[src/rtl/gpio_bank.sv]
module gpio_bank #(
  parameter int NPINS = 32
) (
  input  logic             clk,
  input  logic             rst_n,
  input  logic             bus_en,
  input  logic             bus_we,
  input  logic [3:0]       bus_addr,
  input  logic [31:0]      bus_wdata,
  output logic [31:0]      bus_rdata,
  input  logic [NPINS-1:0] pin_in,
  output logic [NPINS-1:0] pin_out,
  output logic [NPINS-1:0] pin_oe,
  output logic [NPINS-1:0] alt_en
);

  localparam logic [3:0] A_SET = 4'd4;
  localparam logic [3:0] A_CLR = 4'd5;
  localparam logic [3:0] A_LEV = 4'd6;
  localparam logic [3:0] A_EVT = 4'd7;
  localparam logic [3:0] A_REN = 4'd8;
  localparam logic [3:0] A_FEN = 4'd9;
  localparam int FWORDS = 4;

  logic [2:0]       fsel [NPINS];
  logic [31:0]      fword [FWORDS];
  logic [NPINS-1:0] out_q, ren_q, fen_q, evt_q;
  logic [NPINS-1:0] sync1, sync2, prev_q, hit;

  wire              wr = bus_en & bus_we;
  wire [NPINS-1:0]  wmask = bus_wdata[NPINS-1:0];

  for (genvar p = 0; p < NPINS; p++) begin : g_pin
    always_ff @(posedge clk or negedge rst_n)
      if (!rst_n) fsel[p] <= 3'b000;
      else if (wr && bus_addr == 4'(p / 10)) fsel[p] <= bus_wdata[(p % 10) * 3 +: 3];
    assign pin_oe[p] = (fsel[p] == 3'b001);
    assign alt_en[p] = fsel[p][2] | fsel[p][1];
  end

  assign pin_out = out_q & pin_oe;
  assign hit = (sync2 & ~prev_q & ren_q) | (~sync2 & prev_q & fen_q);

  always_comb begin
    for (int w = 0; w < FWORDS; w++) fword[w] = '0;
    for (int p = 0; p < NPINS; p++) fword[p / 10][(p % 10) * 3 +: 3] = fsel[p];
  end

  always_ff @(posedge clk or negedge rst_n)
    if (!rst_n) begin
      sync1  <= '0;
      sync2  <= '0;
      prev_q <= '0;
    end else begin
      sync1  <= pin_in;
      sync2  <= sync1;
      prev_q <= sync2;
    end

  always_ff @(posedge clk or negedge rst_n)
    if (!rst_n) begin
      out_q <= '0;
      ren_q <= '0;
      fen_q <= '0;
      evt_q <= '0;
    end else begin
      if (wr && bus_addr == A_SET) out_q <= out_q | wmask;
      else if (wr && bus_addr == A_CLR) out_q <= out_q & ~wmask;
      if (wr && bus_addr == A_REN) ren_q <= wmask;
      if (wr && bus_addr == A_FEN) fen_q <= wmask;
      if (wr && bus_addr == A_EVT) evt_q <= (evt_q & ~wmask) | hit;
      else evt_q <= evt_q | hit;
    end

  always_comb
    case (bus_addr)
      4'd0, 4'd1, 4'd2, 4'd3: bus_rdata = fword[bus_addr[1:0]];
      A_SET, A_CLR:           bus_rdata = 32'(out_q);
      A_LEV:                  bus_rdata = 32'(sync2);
      A_EVT:                  bus_rdata = 32'(evt_q);
      A_REN:                  bus_rdata = 32'(ren_q);
      A_FEN:                  bus_rdata = 32'(fen_q);
      default:                bus_rdata = '0;
    endcase


  set_lands_chk: assert property (@(posedge clk) disable iff (!rst_n)
    (wr && bus_addr == A_SET) |=> ((out_q & $past(wmask)) == $past(wmask)));


  clr_lands_chk: assert property (@(posedge clk) disable iff (!rst_n)
    (wr && bus_addr == A_CLR) |=> ((out_q & $past(wmask)) == '0));


  latch_hold_chk: assert property (@(posedge clk) disable iff (!rst_n)
    !(wr && (bus_addr == A_SET || bus_addr == A_CLR)) |=> $stable(out_q));


  evt_needs_enable_chk: assert property (@(posedge clk) disable iff (!rst_n)
    1'b1 |=> ((evt_q & ~$past(evt_q) & ~($past(ren_q) | $past(fen_q))) == '0));


  evt_sticky_chk: assert property (@(posedge clk) disable iff (!rst_n)
    !(wr && bus_addr == A_EVT) |=> ((~evt_q & $past(evt_q)) == '0));


  oe_alt_excl_chk: assert property (@(posedge clk) disable iff (!rst_n)
    ((pin_oe & alt_en) == '0) && ((pin_out & ~pin_oe) == '0));

endmodule

[config.mk]
export PLATFORM = sky130hd
export DESIGN_NAME = gpio_bank
export DESIGN_NICKNAME = d
export VERILOG_FILES = /design/src/rtl/gpio_bank.sv
export SDC_FILE = /design/constraint.sdc
export NUM_CORES = 1
export LEC_CHECK = 0
export ABC_AREA = 1
export CORE_ASPECT_RATIO = 0.9
export CORE_MARGIN = 5
export CORE_UTILIZATION = 28
export CTS_CLUSTER_DIAMETER = 50
export CTS_CLUSTER_SIZE = 12
export DETAILED_ROUTE_END_ITERATION = 12
export GPL_ROUTABILITY_DRIVEN = 0
export PLACE_DENSITY = 0.52
export SETUP_SLACK_MARGIN = 0.05
export SYNTH_ARGS = -nofsm -noshare
export SYNTH_HDL_FRONTEND = slang
export SYNTH_SLANG_ARGS = --single-unit
[constraint.sdc]
create_clock -name clk -period 2.85 [get_ports clk]
set_input_delay 0.4275 -clock clk [delete_from_list [all_inputs] [get_ports clk]]
set_output_delay 0.4275 -clock clk [all_outputs]
set_load 0.01 [all_outputs]
# Word level (Yosys, flattened, before mapping)
# Cells that the tools add are included.
[op_classes]
order_cmp = 1
muxes = 7
n_reduce_logical = 13
n_bitwise = 48
eq_ne = 41
[op_table]
columns = ["op", "count"]
rows = [
  ["$and 32x32->32", 7],
  ["$pmux 32 s6", 1],
  ["$mux 32", 5],
  ["$or 32x32->32", 4],
  ["$eq 3x1->1 const B", 32],
  ["$not 32->32", 3],
  ["$bmux 32 s2", 1],
  ["$or 1x1->1", 32],
  ["$eq 4x3->1 const B", 4],
  ["$logic_and 1x1->1", 9],
  ["$eq 4x2->1 const B", 2],
  ["$eq 4x4->1 const B", 2],
  ["$eq 4x1->1 const B", 1],
  ["$logic_not 4->1", 1],
  ["$reduce_or 4->1", 1],
  ["$ge 3x3->1 const B", 1],
  ["$not 2->3", 1],
  ["$reduce_bool 2->1", 1],
  ["$reduce_or 2->1", 1],
  ["$and 1x1->1", 1],
]
[totals]
out_inout_bits = 128
input_bits = 72
reg_bits = 320

# Longest topological paths before layout
# Gate-level depths: netlist of run 1.
[depth]
ltp_word = 6
mapped_depth = 9
mapped_depth_nobuf = 7

# Worst setup path after synthesis of run 1
# Ideal clock, no wire load.
[synth_timing]
path_type = "input -> output"
start = "input bus_addr[1]"
end = "output bus_rdata[26]"
n_path_buf = 3
stages = 9
arrival_time_ps = 1365
path_slack_ps = 1058
required_time_ps = 2423
path_cell_list = "buf_4 -> nor2_2 -> buf_4 -> buf_2 -> nand2_1 -> o21ai_0 -> nor2_1 -> nor2_1 -> nand2_1"
[synth_via]
elab_chain_len = 5
word_cells_on_any_way = 17
[synth_lines]
columns = ["item", "line", "text"]
rows = [
  ["start: declaration", "8", "input logic [3:0] bus_addr,"],
  ["$not 2->3 (not written as such)", "77", "4'd0, 4'd1, 4'd2, 4'd3: bus_rdata = fword[bus_addr[1:0]];"],
  ["$bmux 32 s2", "77", ""],
  ["$mux 32 (not written as such) (2 in a row)", "77", ""],
  ["$pmux 32 s6 (*)", "76", "case (bus_addr)"],
  ["end: declaration", "10", "output logic [31:0] bus_rdata,"],
]
# Mark *: on every way between the ends. The rest lies on a longest branch, timed or not. The select of a mux whose other input is x is not followed.

# Worst setup path after layout of run 1
[layout_timing]
start = "input bus_addr[0]"
end = "output bus_rdata[30]"
# The elaborated chain is that of the path after synthesis.

==> results.md, run 1 <==
- Rows: 78
- Relative slew margins: 0.595
- Aggregate global-route resource usage: 0.181
- Power Dens Cells: approximately 700 nW/um^2
- Fin util: 0.380
- Vias per cell: around 4.6
- Commonest non-fill, non-tap cell in the layout: nand2_1
- Main area contributors after synthesis: dfrtp_1 57%, nand2_1 14%, o21ai_0 6.4%, nand3_1 4.6%, inv_1 4.4%
- Status: completed
- Synth Instances: around 1700
- DRC: 0
- Worst Path Required: 2420 ps
- Starting DRT DRC Count: between 900 and 1000
- RSZ-0062 raised after global routing: yes
- Synth unique cells: 21
- Setup TNS: 0 ps
- Post-layout net count: approximately 2100
- Fin. max-slew vios: 0
- Fmax: 363 MHz
- CP Cell Sequence: clkdlybuf4s50_1 > buf_4 > buf_6 > nor2_4 > buf_12 > buf_4 > buf_12 > nand3_1 > o21ai_1 > nor2_1 > nand2_1 > clkdlybuf4s15_1
- Part of the power in registers: 0.413
- Starting density of the core: 0.282
- Largest area contributor in the netlist: dfrtp_1
- Die W: about 250 um
- First-pass GRT wire length: 76800 um
- Hold Startpoint: pin_in[18]
- Area grow syn2layout: 34.9%
- Critical Path End Type: output pin
- Clock sinks: 320
- Root Driver: clkbuf_16
- Final hold vios: 0
- Int Pwr: 9.74 mW
- Fraction of final layout cells sized beyond drive strength 1: 0.118
- Critical path origin: bus_addr[0]
- Slowest-stage cell, CP: clkdlybuf4s50_1
- Mapped Area: 14200 um^2
- Die Ht: approximately 220 um
- Reg clk slew, reported paths: 60 ps
- Clock skew: about 12 ps
- Total power: 13.7 mW
- Synth Register Bits: 320
- H-tree depth: 2
- FF-to-FF Start: sync2[25]
- Setup violations, final: 0
- Sequential area share after synthesis: 0.565
- Syn_nets: between 1500 and 2000
- Worst-Margin Slew: 607 ps
- P_sw: 3.95 mW
- Largest net degree at the start of global routing: 76
- Max incr delay on CP: between 300 and 400 ps
- Post-route ant nets: 0
- Crit path time final: around 2800 ps
- Max VDD drop: about 330 uV
- Max Root-Sink Buffers: 3
- Syn_area_per_cell: roughly 8 um^2
- Commonest cells after routing, fill and taps aside: 540 x nand2_1, 320 x dfrtp_1, 181 x o21ai_0, 166 x inv_1, 164 x clkdlybuf4s50_1
- P_leak: between 9 and 10 nW
- Startpoint Class: input port
- Yosys Warn Count: 0
- Core Footprint: around 50000 um^2
- Setup Crit Path Kind: in -> out
- Initial antenna violation count: 5
- Worst-skew pair later-pin latency: roughly 560 ps
- CTS buffer count: 40
- Sw Ratio: 0.289
- HP Class: in -> reg
- Yosys top cell area share: 0.565
- Arr. time, crit path: roughly 2300 ps
- Maximum Capacitance Violations: 0
- Ports: 200
- Comb pwr share: 0.190
- Ant diodes: 0
- DP Wirelength: between 30000 and 40000 um
- IO Port Bufs: 199
- Clock share of power: 0.396
- CTS tree: built
- WL per Instance: approximately 18 um
- R2R Setup Slk: 1950 ps
- Via count: approximately 13000
- Vias in the first global route: between 10000 and 15000
- Drt first pass iters: 5
- Global route overflow: 0
- Worst-path maximum fanout: 11
- Die area: ~55000 um^2
- Period utilisation layout: 0.965
- Final WL: between 50000 and 60000 um
-- per-layer routing --
layer  GRT usage  up-vias  wire, um  part of all wire
met3      0.0373       72      3440             0.069
met5           0        -        29           0.00058
met2       0.265      406     21300              0.43
met1       0.270     5994     24100              0.48
li1            -     6064         -                 -
met4      0.0488        6      1260             0.025
-- worst max-delay path: cells and delay by family --
kind	cells	cell delay, ps
AOI/OAI and AO/OA	1	80
buffers and inverters	7	1380
and+or+nand+nor	4	410
-- metrics by stage --
step | std cells | hold slack [ps] | setup WS (ps) | cell area, um^2
after global placement | 2641 | 333 | -178 | 17600
after global routing | 2717 | 293 | 33.7 | 19100
after CTS | 2714 | 280 | 10.8 | 19100
final | 2717 | 309 | 98.7 | 19100
after detailed placement | 2641 | 335 | -187 | 17600
after floorplan | 1747 | 132 | 1060 | 14200
-- state kept, by name, summed over array words and instances (netlist names), named ones only --
| name | cells |
|---|---|
| prev_q | 32 |
| fsel | 96 |
| evt_q | 32 |
| sync1 | 32 |
| fen_q | 32 |
| ren_q | 32 |
| sync2 | 32 |
-- layout make-up --
class | instances | area [um^2]
Timing Repair Buffer | 301 | 3000
Multi-Input combinational cell | 1180 | 5210
Fill cell | 5129 | 31200
Inverter | 169 | 634
Sequential cell | 320 | 8010
Clock buffer | 45 | 1060
Clock inverter | 22 | 347
Tap cell | 680 | 851
-- cell families after synthesis --
kind of cell,synth area share
and+or+nand+nor,0.264
AOI/OAI and AO/OA,0.100
DFF,0.565
buffers and inverters,0.0703
-- synth_stat cells, drive strengths merged --
cell and n:
a21oi 20, a31oi 21, buf 47, clkbuf 31, dfrtp 320, inv 169
nand2 547, nand3 131, nor2 158, nor3 30, nor3b 3, o21ai 238
or2 32
-- power groups by stage --
stage / Combinational, mW / Clock [mW] / Sequential, mW
6_report: 2.61 / 5.43 / 5.66
5_1_grt: 2.90 / 5.76 / 5.74
4_1_cts: 2.65 / 5.57 / 5.65
3_5_place_dp: 2.65 / 0 / 5.73
3_3_place_gp: 2.61 / 0 / 5.72
2_1_floorplan: 1.27 / 0 / 5.56
-- worst paths after layout --
path,end,cells after the start
min in group asynchronous,sync1[26],2
worst max-delay path,bus_rdata[30],12
max in group asynchronous,asynchronous set/reset pin,3
worst max register to register,evt_q[25],3
worst min register to register,sync2[0],0
worst min-delay path,sync1[18],1
-- repair_timing --
action                                  4_1_cts  5_1_grt
setup buffers                                 4        3
gates cloned                                  1        0
endpoints found under the setup margin       32       19
pin swaps                                     2        2
hold buffers                                  1        0
hold endpoints to repair                     43        0
resized for setup                            64       22
Note: power is estimated with default switching activity, not from simulation.
==> run 2: changes to the inputs <==
--- a/config.mk
+++ b/config.mk
@@ -13,6 +13,7 @@
 export CTS_CLUSTER_SIZE = 12
 export DETAILED_ROUTE_END_ITERATION = 12
 export GPL_ROUTABILITY_DRIVEN = 0
+export GPL_TIMING_DRIVEN = 1
 export PLACE_DENSITY = 0.52
 export SETUP_SLACK_MARGIN = 0.05
 export SYNTH_ARGS = -nofsm -noshare
==> results of run 2 <==
No change in the layout: final DEF, timing and power equal those of run 1.
